## src/rtl/mdio_pkg.sv

```systemverilog
package mdio_pkg;
  typedef enum logic [1:0] {OP_NONE, OP_SCAN, OP_READ, OP_WRITE} mdio_op_e;

  localparam logic [2:0] REG_MODE = 3'd0;
  localparam logic [2:0] REG_CMD  = 3'd1;
  localparam logic [2:0] REG_ADDR = 3'd2;
  localparam logic [2:0] REG_TXD  = 3'd3;
  localparam logic [2:0] REG_RXD  = 3'd4;
  localparam logic [2:0] REG_STAT = 3'd5;
endpackage

```

## src/rtl/mdio_clkgen.sv

```systemverilog
module mdio_clkgen #(
  parameter int unsigned CW = 7
) (
  input  logic          clk_i,
  input  logic          rst_ni,
  input  logic [CW-1:0] half_i,
  output logic          mdc_o,
  output logic          rise_o,
  output logic          fall_o
);
  logic [CW-1:0] cnt_q, lim;
  logic          mdc_q, tick;

  assign lim    = (half_i == '0) ? CW'(1) : half_i;
  assign tick   = (cnt_q >= lim - CW'(1));
  assign rise_o = tick & ~mdc_q;
  assign fall_o = tick & mdc_q;
  assign mdc_o  = mdc_q;

  always_ff @(posedge clk_i or negedge rst_ni) begin
    if (!rst_ni) begin
      cnt_q <= '0;
      mdc_q <= 1'b0;
    end else if (tick) begin
      cnt_q <= '0;
      mdc_q <= ~mdc_q;
    end else begin
      cnt_q <= cnt_q + CW'(1);
    end
  end

  a_r2_rise_lands_high: assert property (@(posedge clk_i) disable iff (!rst_ni)
    rise_o |=> mdc_o);
  a_r2_fall_lands_low: assert property (@(posedge clk_i) disable iff (!rst_ni)
    fall_o |=> !mdc_o);
endmodule

```

## src/rtl/mdio_engine.sv

```systemverilog
module mdio_engine
  import mdio_pkg::*;
#(
  parameter int unsigned AW  = 5,
  parameter int unsigned DW  = 16,
  parameter int unsigned PRE = 32
) (
  input  logic          clk_i,
  input  logic          rst_ni,
  input  logic          rise_i,
  input  logic          fall_i,
  input  logic          go_i,
  input  mdio_op_e      op_i,
  input  logic          scan_en_i,
  input  logic          nopre_i,
  input  logic [AW-1:0] phy_i,
  input  logic [AW-1:0] reg_i,
  input  logic [DW-1:0] data_i,
  input  logic          mdio_i,
  output logic          mdio_o,
  output logic          mdio_oe_o,
  output logic          busy_o,
  output logic          done_o,
  output mdio_op_e      done_op_o,
  output logic [DW-1:0] rdata_o
);
  localparam int unsigned HW = 4 + 2 * AW;       // start, opcode, addresses
  localparam int unsigned FW = HW + 2 + DW;      // frame without preamble
  localparam int unsigned BW = $clog2(FW);
  localparam int unsigned PW = $clog2(PRE + 1);

  logic          pend_q, act_q;
  mdio_op_e      op_q;
  logic [FW-1:0] fr_q;
  logic [BW-1:0] bit_q;
  logic [PW-1:0] pre_left_q;
  logic [DW-1:0] sh_q;
  logic          in_pre, is_wr;
  logic [FW-1:0] fr_new;

  assign in_pre    = (pre_left_q != '0);
  assign is_wr     = (op_q == OP_WRITE);
  assign fr_new    = {2'b01, is_wr ? 2'b01 : 2'b10, phy_i, reg_i,
                      is_wr ? 2'b10 : 2'b00, is_wr ? data_i : {DW{1'b0}}};
  assign done_o    = fall_i & act_q & ~in_pre & (bit_q == BW'(FW - 1));
  assign busy_o    = pend_q | act_q;
  assign mdio_oe_o = act_q & (in_pre | is_wr | (bit_q < BW'(HW)));
  assign mdio_o    = act_q & (in_pre | fr_q[FW-1]);
  assign done_op_o = op_q;
  assign rdata_o   = sh_q;

  always_ff @(posedge clk_i or negedge rst_ni) begin
    if (!rst_ni) begin
      pend_q     <= 1'b0;
      act_q      <= 1'b0;
      op_q       <= OP_NONE;
      fr_q       <= '0;
      bit_q      <= '0;
      pre_left_q <= '0;
      sh_q       <= '0;
    end else begin
      if (go_i) begin
        pend_q <= 1'b1;
        op_q   <= op_i;
      end
      if (fall_i) begin
        if (!act_q && pend_q) begin
          act_q      <= 1'b1;
          pend_q     <= 1'b0;
          pre_left_q <= nopre_i ? '0 : PW'(PRE);
          bit_q      <= '0;
          fr_q       <= fr_new;
        end else if (act_q) begin
          if (in_pre) begin
            pre_left_q <= pre_left_q - PW'(1);
          end else if (bit_q == BW'(FW - 1)) begin
            act_q <= 1'b0;
            if (op_q == OP_SCAN && scan_en_i) pend_q <= 1'b1;  // scan re-arm
          end else begin
            bit_q <= bit_q + BW'(1);
            fr_q  <= {fr_q[FW-2:0], 1'b0};
          end
        end
      end
      if (rise_i && act_q && !in_pre && !is_wr && bit_q >= BW'(HW + 2))
        sh_q <= {sh_q[DW-2:0], mdio_i};
    end
  end

  a_r6_line_moves_on_fall: assert property (@(posedge clk_i) disable iff (!rst_ni)
    !fall_i |=> $stable({mdio_o, mdio_oe_o}));
  a_r7_busy_until_done: assert property (@(posedge clk_i) disable iff (!rst_ni)
    (busy_o && !done_o) |=> busy_o);
  a_r8_op_held: assert property (@(posedge clk_i) disable iff (!rst_ni)
    (busy_o && !done_o) |=> $stable(op_q));
  a_r1_idle_released: assert property (@(posedge clk_i) disable iff (!rst_ni)
    !busy_o |-> !mdio_oe_o);
endmodule

```

## src/rtl/mdio_master.sv

```systemverilog
module mdio_master
  import mdio_pkg::*;
#(
  parameter logic [7:0] DIV_RST = 8'd100,
  parameter int unsigned AW     = 5,
  parameter int unsigned DW     = 16
) (
  input  logic        clk_i,
  input  logic        rst_ni,
  input  logic        we_i,
  input  logic [2:0]  addr_i,
  input  logic [31:0] wdata_i,
  output logic [31:0] rdata_o,
  output logic        mdc_o,
  output logic        mdio_o,
  output logic        mdio_oe_o,
  input  logic        mdio_i
);
  logic [7:0]    div_q;
  logic          nopre_q, lfail_q, inval_q;
  logic [2:0]    cmd_q;
  logic [AW-1:0] phy_q, regad_q;
  logic [DW-1:0] txd_q, rxd_q, eng_rdata;
  logic          rise, fall, busy, done, go;
  mdio_op_e      go_op, done_op;

  assign go    = we_i && (addr_i == REG_CMD) && !busy && (wdata_i[2:0] != 3'b000);
  assign go_op = wdata_i[2] ? OP_WRITE : (wdata_i[1] ? OP_READ : OP_SCAN);

  always_ff @(posedge clk_i or negedge rst_ni) begin
    if (!rst_ni) begin
      div_q   <= DIV_RST;
      nopre_q <= 1'b0;
      cmd_q   <= '0;
      phy_q   <= '0;
      regad_q <= '0;
      txd_q   <= '0;
      rxd_q   <= '0;
      lfail_q <= 1'b0;
      inval_q <= 1'b0;
    end else begin
      if (we_i) begin
        unique case (addr_i)
          REG_MODE: {nopre_q, div_q} <= wdata_i[8:0];
          REG_CMD:  cmd_q <= wdata_i[2:0];
          REG_ADDR: begin
            phy_q   <= wdata_i[AW-1:0];
            regad_q <= wdata_i[8+AW-1:8];
          end
          REG_TXD:  txd_q <= wdata_i[DW-1:0];
          default: ;
        endcase
      end
      if (go && go_op == OP_SCAN) inval_q <= 1'b1;
      if (done && done_op != OP_WRITE) rxd_q <= eng_rdata;
      if (done && done_op == OP_SCAN) begin
        inval_q <= 1'b0;
        lfail_q <= ~eng_rdata[2];
      end
    end
  end

  always_comb begin
    rdata_o = '0;
    unique case (addr_i)
      REG_MODE: rdata_o[8:0] = {nopre_q, div_q};
      REG_CMD:  rdata_o[2:0] = cmd_q;
      REG_ADDR: begin
        rdata_o[AW-1:0]     = phy_q;
        rdata_o[8+AW-1:8]   = regad_q;
      end
      REG_TXD:  rdata_o[DW-1:0] = txd_q;
      REG_RXD:  rdata_o[DW-1:0] = rxd_q;
      REG_STAT: rdata_o[2:0] = {inval_q, busy, lfail_q};
      default: ;
    endcase
  end

  mdio_clkgen #(.CW(7)) i_clkgen (
    .clk_i  (clk_i),
    .rst_ni (rst_ni),
    .half_i (div_q[7:1]),
    .mdc_o  (mdc_o),
    .rise_o (rise),
    .fall_o (fall)
  );

  mdio_engine #(.AW(AW), .DW(DW), .PRE(32)) i_engine (
    .clk_i     (clk_i),
    .rst_ni    (rst_ni),
    .rise_i    (rise),
    .fall_i    (fall),
    .go_i      (go),
    .op_i      (go_op),
    .scan_en_i (cmd_q[0]),
    .nopre_i   (nopre_q),
    .phy_i     (phy_q),
    .reg_i     (regad_q),
    .data_i    (txd_q),
    .mdio_i    (mdio_i),
    .mdio_o    (mdio_o),
    .mdio_oe_o (mdio_oe_o),
    .busy_o    (busy),
    .done_o    (done),
    .done_op_o (done_op),
    .rdata_o   (eng_rdata)
  );

  a_r9_invalid_only_busy: assert property (@(posedge clk_i) disable iff (!rst_ni)
    inval_q |-> busy);
  a_r8_no_go_when_busy: assert property (@(posedge clk_i) disable iff (!rst_ni)
    (we_i && addr_i == REG_CMD && busy) |=> $stable(inval_q) || done);
  a_r10_lfail_on_scan_only: assert property (@(posedge clk_i) disable iff (!rst_ni)
    !(done && done_op == OP_SCAN) |=> $stable(lfail_q));
endmodule

```

## config.mk

```make
export PLATFORM = sky130hd
export DESIGN_NAME = mdio_master
export DESIGN_NICKNAME = d
export VERILOG_FILES = /design/src/rtl/mdio_pkg.sv /design/src/rtl/mdio_clkgen.sv /design/src/rtl/mdio_engine.sv /design/src/rtl/mdio_master.sv
export SDC_FILE = /design/constraint.sdc
export NUM_CORES = 1
export LEC_CHECK = 0
export CAP_MARGIN = 20
export CORE_ASPECT_RATIO = 1.25
export CORE_MARGIN = 2
export CORE_UTILIZATION = 56
export DETAILED_ROUTE_END_ITERATION = 8
export PLACE_DENSITY = 0.8
export SYNTH_ARGS = -nofsm -noshare
export SYNTH_HDL_FRONTEND = slang
export SYNTH_SLANG_ARGS = --single-unit
```

## constraint.sdc

```tcl
create_clock -name clk_i -period 4.36 [get_ports clk_i]
set_input_delay 0.872 -clock clk_i [delete_from_list [all_inputs] [get_ports clk_i]]
set_output_delay 0.872 -clock clk_i [all_outputs]
set_load 0.005 [all_outputs]
```

==> reports/results.ini, run 1 <==
[sta]
drv_slew = 0
fmax_mhz = 258
holdWs_ns = 0.493
finalSetupViolations = 0
final.min_clock_period_ns = 3.87
finalHoldViolCount = 0
rsz0062_at_grt = no
slew_headroom_pct = 37.5
min_period_over_period_pct = 88.8
finalSetupTns_ns = 0
finClkSkew_ns = 0.00703
worst_pin_slew_ns = 0.937

[min_path]
min_path_type = reg -> reg

[synth]
synthXorXnorAreaFrac_pct = 1.38
yosys_warnings = 0
synth_top_family_by_area = multiplexers
synth-seq-cells = 127
synth-edff-count = 0
seq_area_frac_synth_pct = 50.0
synth.avg_cell_area_um2 = 11.7
synth_fa_ha_area_share_pct = 2.55
muxShareOfSynthArea_pct = 20.3
synth_compound_area_share_pct = 11.3
synthSimpleGateAreaFrac_pct = 9.57
synthesis.area_um2 = 6370
synth-main-ff-cell = dfrtp_1
synth_cell_types = 58
async_reset_ff_share_pct = 100
syn_inst = 546

[detailed_routing]
routed_wl_mm = 14.5
wl_met1_mm = 5.61
met3_length_um = 928
drtIter0Drc = 275
via_per_inst = 6.09
remaining_drc_errors = 0
ant_nets = 0
routed.top_layer = met4
wire_per_inst_um = 19.7
drt-pass1-iter-count = 5
met2_length_mm = 7.56
vias = 4483

[clock_network]
path_clk_slew_ns = 0.06
htreeDepth = 4
cts_tree = yes
cts_buffers = 17
cts.sinks = 127
clockBufferDepth = 2
cts_resized = 0
clkLatencyLatePin_ns = 0.43
cts-hold-fix-buffers = 0
clock-root-buffer = clkbuf_16
cts_setup_buffers = 0

[setup_path]
crit_arrival_ns = 4.17
worstReg2RegEnd = i_engine.pre_left_q[3]
crit_family = compound AO/OA/AOI/OAI gates
rr_worst_depth = 13
crit_path_start_kind = flop
crit_buf_inv = 0
crit_top_cell = nand2_1
end_kind = flop
cp_slowest_cell = dfstp_2
cp-endpoint = i_engine.pre_left_q[3]
cp.depth = 13
r2r_start = div_q[5]
crit_path_start = div_q[5]
crit_path_max_fanout = 13
critPathKind = reg -> reg
r2r_slack_ns = 0.49
cp_slowest_stage_delay_ns = 0.59
crit_required_ns = 4.66
crit_chain = nor2_1, nand2_1, o31a_1, ha_1, nand2_1, nor3_1, xnor2_1, ha_1, and2_0, a221o_1, a41o_1, nand2_1, o41ai_1

[layout]
final_nets = 640
drive_above_1_share_pct = 25.3
layout_commonest_cell = dfrtp_1
mostFrequentLayoutCells = dfrtp_1, mux2_2, nand2_1
antenna_cells = 0
area_growth_pct = 17.0

[run]
cap_violations = 0

[floorplanning]
ios = 74
fp.dieArea_um2 = 12200
start_util_pct = 57.5
core_area_um2 = 11100
rows = 43
die_x_um = 99.4
die_h_um = 123

[global_route]
grt_pass1_wl_mm = 23.5
grt_max_degree = 74
grt_use_total_pct = 25.3
grt_antenna_before_repair = 0
grt_pass1_vias = 4715
grt-ovfl-total = 0

[placement]
hpwlAfterDp_mm = 9.59
port_buffers = 41
routabilityCongestion = 0.855

[power]
vdd_ir_drop_max_uv = 297
power_leakage_nw = 3.44
p_per_area_nw_per_um2 = 610

[run_status]
status = complete, no violations

## cells in the mapped netlist, types with 4 or more instances
| library cell | instances | share of area [%] |
|---|---|---|
| dfrtp_1 | 124 | 49 |
| mux2_2 | 76 | 13 |
| nand2_1 | 63 | 3.7 |
| nor2_1 | 28 | 1.7 |
| o21ai_0 | 28 | 2.2 |
| mux2_4 | 18 | 4.2 |
| buf_4 | 17 | 2.0 |
| clkbuf_1 | 16 | 0.94 |
| a21oi_1 | 15 | 1.2 |
| a22o_1 | 15 | 2.1 |
| ha_1 | 13 | 2.6 |
| inv_1 | 13 | 0.77 |
| mux2i_1 | 12 | 1.9 |
| o31ai_1 | 10 | 1.2 |
| o41ai_1 | 6 | 0.83 |
| xnor2_1 | 6 | 0.83 |
| and3_1 | 5 | 0.49 |
| buf_2 | 5 | 0.39 |
| nand3_1 | 5 | 0.39 |
| nor2b_1 | 5 | 0.49 |
| and2_1 | 4 | 0.39 |
| buf_6 | 4 | 0.71 |
| xor2_1 | 4 | 0.55 |
## state kept, by name, summed over array words and instances, names as in the netlist, 2 cells and up
| register | count |
|---|---|
| i_engine.done_op_o | 2 |
| txd_q | 16 |
| regad_q | 5 |
| rxd_q | 16 |
| div_q | 8 |
| i_engine.pre_left_q | 6 |
| i_engine.bit_q | 5 |
| i_clkgen.cnt_q | 7 |
| i_engine.fr_q | 32 |
| phy_q | 5 |
| i_engine.rdata_o | 16 |
| cmd_q | 3 |
## power breakdown
part | internal [W] | total [W] | switching [W] | leakage (nW)
registers | 0.00146 | 0.00172 | 0.000261 | 1.65
logic | 0.000612 | 0.00133 | 0.000715 | 1.49
clock network | 0.000918 | 0.00149 | 0.000570 | 0.300
## worst reg2reg max path: stages (launching register included)
cell	delay [ns]
dfstp_2	0.59
nor2_1	0.05
nand2_1	0.08
o31a_1	0.19
ha_1	0.21
nand2_1	0.09
nor3_1	0.18
xnor2_1	0.12
ha_1	0.31
and2_0	0.25
a221o_1	0.24
a41o_1	0.52
nand2_1	0.44
o41ai_1	0.49
## per-layer routing
metal / vias to the layer above / GRT usage (%)
met5: - / 0
met4: 0 / 11.4
met3: 29 / 7.57
met2: 173 / 44.1
met1: 2266 / 28.6
li1: 2015 / -
## per-stage QoR
stage / power (W) / setup WS, ns / util (%) / std cells / instance area [um2]
2_1_floorplan: 0.00264 / 1.18 / - / 561 / 6420
3_3_place_gp: 0.00294 / 0.550 / 61.6 / 704 / 6820
3_5_place_dp: 0.00303 / 0.537 / 61.6 / 704 / 6820
4_1_cts: 0.00454 / 0.515 / 67.2 / 736 / 7450
5_1_grt: 0.00478 / 0.156 / 67.2 / 736 / 7450
6_report: 0.00454 / 0.487 / 67.2 / 736 / 7450
## final cells by class
type | count | area, um2
timing repair buffer | 52 | 490
clock buffer | 17 | 425
fill | 793 | 3640
inverter | 13 | 48.8
multi-input combinational | 377 | 2930
clock inverter | 15 | 198
tap | 135 | 169
sequential | 127 | 3180
## cell families after synthesis
group,after synthesis
fa+ha+maj,13
compound gates,103
other cells,1
simple gates,127
buf+inv,57
xor+xnor,10
mux,108
flops,127
## worst min-delay path by stage
stage / start / to / slack, ns / depth (start not counted)
finish: i_clkgen.cnt_q[0] / i_clkgen.cnt_q[0] / 0.49 / 1
global route: i_clkgen.cnt_q[0] / i_clkgen.cnt_q[0] / 0.52 / 1
CTS: i_clkgen.cnt_q[0] / i_clkgen.cnt_q[0] / 0.49 / 1
detailed placement: i_clkgen.cnt_q[0] / i_clkgen.cnt_q[0] / 0.48 / 1
global placement: i_clkgen.cnt_q[0] / i_clkgen.cnt_q[0] / 0.47 / 1
floorplan: i_clkgen.cnt_q[0] / i_clkgen.cnt_q[0] / 0.44 / 1
No activity file was read; power rests on OpenSTA's default activity.
==> inputs of run 2 (changes only) <==
--- a/config.mk
+++ b/config.mk
@@ -9,6 +9,7 @@
 export CORE_ASPECT_RATIO = 1.25
 export CORE_MARGIN = 2
 export CORE_UTILIZATION = 56
+export CTS_CLUSTER_SIZE = 24
 export DETAILED_ROUTE_END_ITERATION = 8
 export PLACE_DENSITY = 0.8
 export SYNTH_ARGS = -nofsm -noshare
==> results of run 2 <==
Final layout, timing and power as in run 1 (identical DEF).
==> inputs of run 3 (changes only) <==
--- a/config.mk
+++ b/config.mk
@@ -5,6 +5,7 @@
 export SDC_FILE = /design/constraint.sdc
 export NUM_CORES = 1
 export LEC_CHECK = 0
+export ABC_AREA = 1
 export CAP_MARGIN = 20
 export CORE_ASPECT_RATIO = 1.25
 export CORE_MARGIN = 2
==> constraint.sdc (replaced) <==
create_clock -name clk_i -period 3.7 [get_ports clk_i]
set_input_delay 0.74 -clock clk_i [delete_from_list [all_inputs] [get_ports clk_i]]
set_output_delay 0.74 -clock clk_i [all_outputs]
set_load 0.005 [all_outputs]
==> run 3 against run 2 <==
  * Sequential cell count unchanged
  * Utilization fell by 1.2 points
  * Routed wire length decreased by 6.3%
  * Clock power grew 7%
  * Cell count rose by 22%
  * Clock skew hardly changed
  * Register-to-register slack worse by 0.04 ns
  * First-iteration DRC count rose by 79%
  * Largest cell class unchanged
  * Worst setup slack worse by 0.26 ns
  * Sequential share of layout area up 0.98 points
  * Worst hold slack got worse by 0.065 ns
==> reports/results.ini, run 3 <==
[synth]
syn_inst = 711
seq_area_frac_synth_pct = 50.7
synth_compound_area_share_pct = 16.1
synth_fa_ha_area_share_pct = 2.59
yosys_warnings = 0
synthTopCellsByCount = nand2_1, dfrtp_1, inv_1, o21ai_0, o21ai_1
synth-main-ff-cell = dfrtp_1
synth_top_cell_area_share_pct = 49.4
synthesis.area_um2 = 6280
synthTopCellsByArea = dfrtp_1, nand2_1, inv_1
synthSimpleGateAreaFrac_pct = 16.4
synth_cell_types = 40
synth.largest_area_cell = dfrtp_1
synth-seq-cells = 127
synth_top_family_by_area = simple AND/OR/NAND/NOR gates
muxShareOfSynthArea_pct = 2.13
yosysMostFrequentCell = nand2_1
async_reset_ff_share_pct = 100
synthXorXnorAreaFrac_pct = 1.54
synth-edff-count = 0
synth.avg_cell_area_um2 = 8.83

[floorplanning]
ios = 74
rows = 43
start_util_pct = 56.9
fp.dieArea_um2 = 12100
die_h_um = 122
die_x_um = 98.7
core_area_um2 = 11000

[global_route]
grt_antenna_before_repair = 0
grt_pass1_wl_mm = 22.5
grt_max_degree = 67
grt_use_total_pct = 23.6
grt-ovfl-total = 0
grt_pass1_vias = 4730

[sta]
worst_pin_slew_ns = 0.871
final.min_clock_period_ns = 3.47
finalSetupViolations = 0
slew_headroom_pct = 42.0
min_period_over_period_pct = 93.8
fmax_mhz = 288
drv_slew = 0
finClkSkew_ns = 0.00731
holdWs_ns = 0.429
rsz0062_at_grt = no
finalHoldViolCount = 0
finalSetupTns_ns = 0

[layout]
area_growth_pct = 16.0
regMostFlops = i_engine.fr_q
layout_commonest_cell = nand2_1
final_nets = 804
antenna_cells = 0
largest_reg_flops = 32
stdcell_area_um2 = 7280
drive_above_1_share_pct = 12.3
mostFrequentLayoutCells = nand2_1, dfrtp_1, inv_1

[placement]
hpwlAfterDp_mm = 9.35
routabilityCongestion = 0.894
place_area_um2 = 6710
port_buffers = 41

[clock_network]
htreeDepth = 4
clkLatencyLatePin_ns = 0.42
cts-hold-fix-buffers = 0
cts.sinks = 127
cts_buffers = 17
clock-root-buffer = clkbuf_16
cts_tree = yes
clockBufferDepth = 2
cts_setup_buffers = 0
cts_resized = 0
path_clk_slew_ns = 0.06

[min_path]
min_path_type = in -> async

[setup_path]
crit_chain = clkdlybuf4s50_1, nor2_1, nand2_1, buf_4, o211ai_1, clkdlybuf4s50_1
crit_buf_inv = 3
critPathKind = in -> out
crit_top_cell = clkdlybuf4s50_1
crit_path_max_fanout = 10
crit_arrival_ns = 2.73
crit_required_ns = 2.96
crit_path_start_kind = input port
crit_family = buffers and inverters
end_kind = primary output
cp_slowest_cell = clkdlybuf4s50_1
cp_slowest_stage_delay_ns = 0.56

[power]
finalPower_w = 0.00489
p_per_area_nw_per_um2 = 672
power_leakage_nw = 3.38
vdd_ir_drop_max_uv = 407

[detailed_routing]
drt-pass1-iter-count = 5
routed_wl_mm = 13.6
via_per_inst = 5.47
drtIter0Drc = 493
wire_per_inst_um = 15.1
vias = 4923
ant_nets = 0
remaining_drc_errors = 0

[run]
cap_violations = 0

[run_status]
status = complete, no violations

run 3: changes by cell type in the layout (fill, tap and decap cells not counted), moves of 15 or more:
cell	delta
mux2_2	-73
inv_1	+75
o21ai_1	+38
a22oi_1	+15
a22o_1	-15
o21ai_0	+25
nand2_1	+117
o21ai_2	+28
mux2_4	-18
run 3: cell families after synthesis:
logic type,after synthesis
flip-flops,127
XOR/XNOR,11
AO/OA/AOI/OAI,162
other,1
multiplexers,13
AND/OR/NAND/NOR,249
adder cells (fa/ha/maj),13
buffers and inverters,135
run 3: worst reg2reg max path: stages (launching register included):
cell     delay [ns]
dfstp_2        0.55
inv_1          0.08
nand4_1        0.10
nand2_1        0.06
inv_1          0.11
ha_1           0.22
nand3_1        0.10
xor2_1         0.17
ha_1           0.30
nand2_1        0.07
nor2_1         0.10
nand2_1        0.09
a21oi_2        0.27
nand2_2        0.34
buf_12         0.33
nand2_1        0.12
o21ai_0        0.11
run 3: path summary, 6_finish.rpt:
check / startpoint / end / slack, ns / depth (start not counted)
max in group asynchronous: rst_ni / div_q[5] / 2.54 / 2
worst max register to register: div_q[2] / i_engine.fr_q[1] / 0.45 / 16
min in group clk_i: i_engine.fr_q[26] / i_engine.fr_q[26] / 0.49 / 2
worst min register to register: i_engine.fr_q[26] / i_engine.fr_q[26] / 0.49 / 2
worst max-delay path: addr_i[0] / rdata_o[9] / 0.23 / 6
worst min-delay path: rst_ni / i_engine.pre_left_q[2] / 0.43 / 1
run 3: cell type report:
type / instances / area (um2)
tap: 135 / 169
clock inverter: 15 / 148
multi-input combinational: 464 / 2490
sequential: 127 / 3180
inverter: 92 / 348
clock buffer: 17 / 425
timing repair buffer: 50 / 513
fill: 821 / 3750
run 3: metrics by stage:
| stage | util (%) | setup slack (ns) | instances |
|---|---|---|---|
| after CTS | 66.0 | 0.238 | 900 |
| after global routing | 66.0 | 0.0807 | 900 |
| after global placement | 60.8 | 0.264 | 868 |
| after floorplan | - | 1.18 | 726 |
| after detailed placement | 60.8 | 0.247 | 868 |
| final | 66.0 | 0.228 | 900 |
run 3: where the power goes:
group | internal (W) | switching (W)
sequential | 0.00166 | 0.000219
clock | 0.000983 | 0.000621
combinational | 0.000530 | 0.000881
total | 0.00317 | 0.00172
run 3: metal layers:
layer  GRT usage, %  part of all wire (%)  vias to the layer above  routed length, um
met5              0                     0                        -                  0
met3           5.18                   4.9                       27                665
met2           41.8                    52                      167               7120
li1               -                     -                     2354                  -
met1           28.5                    41                     2375               5530
met4           8.30                   1.9                        0                259
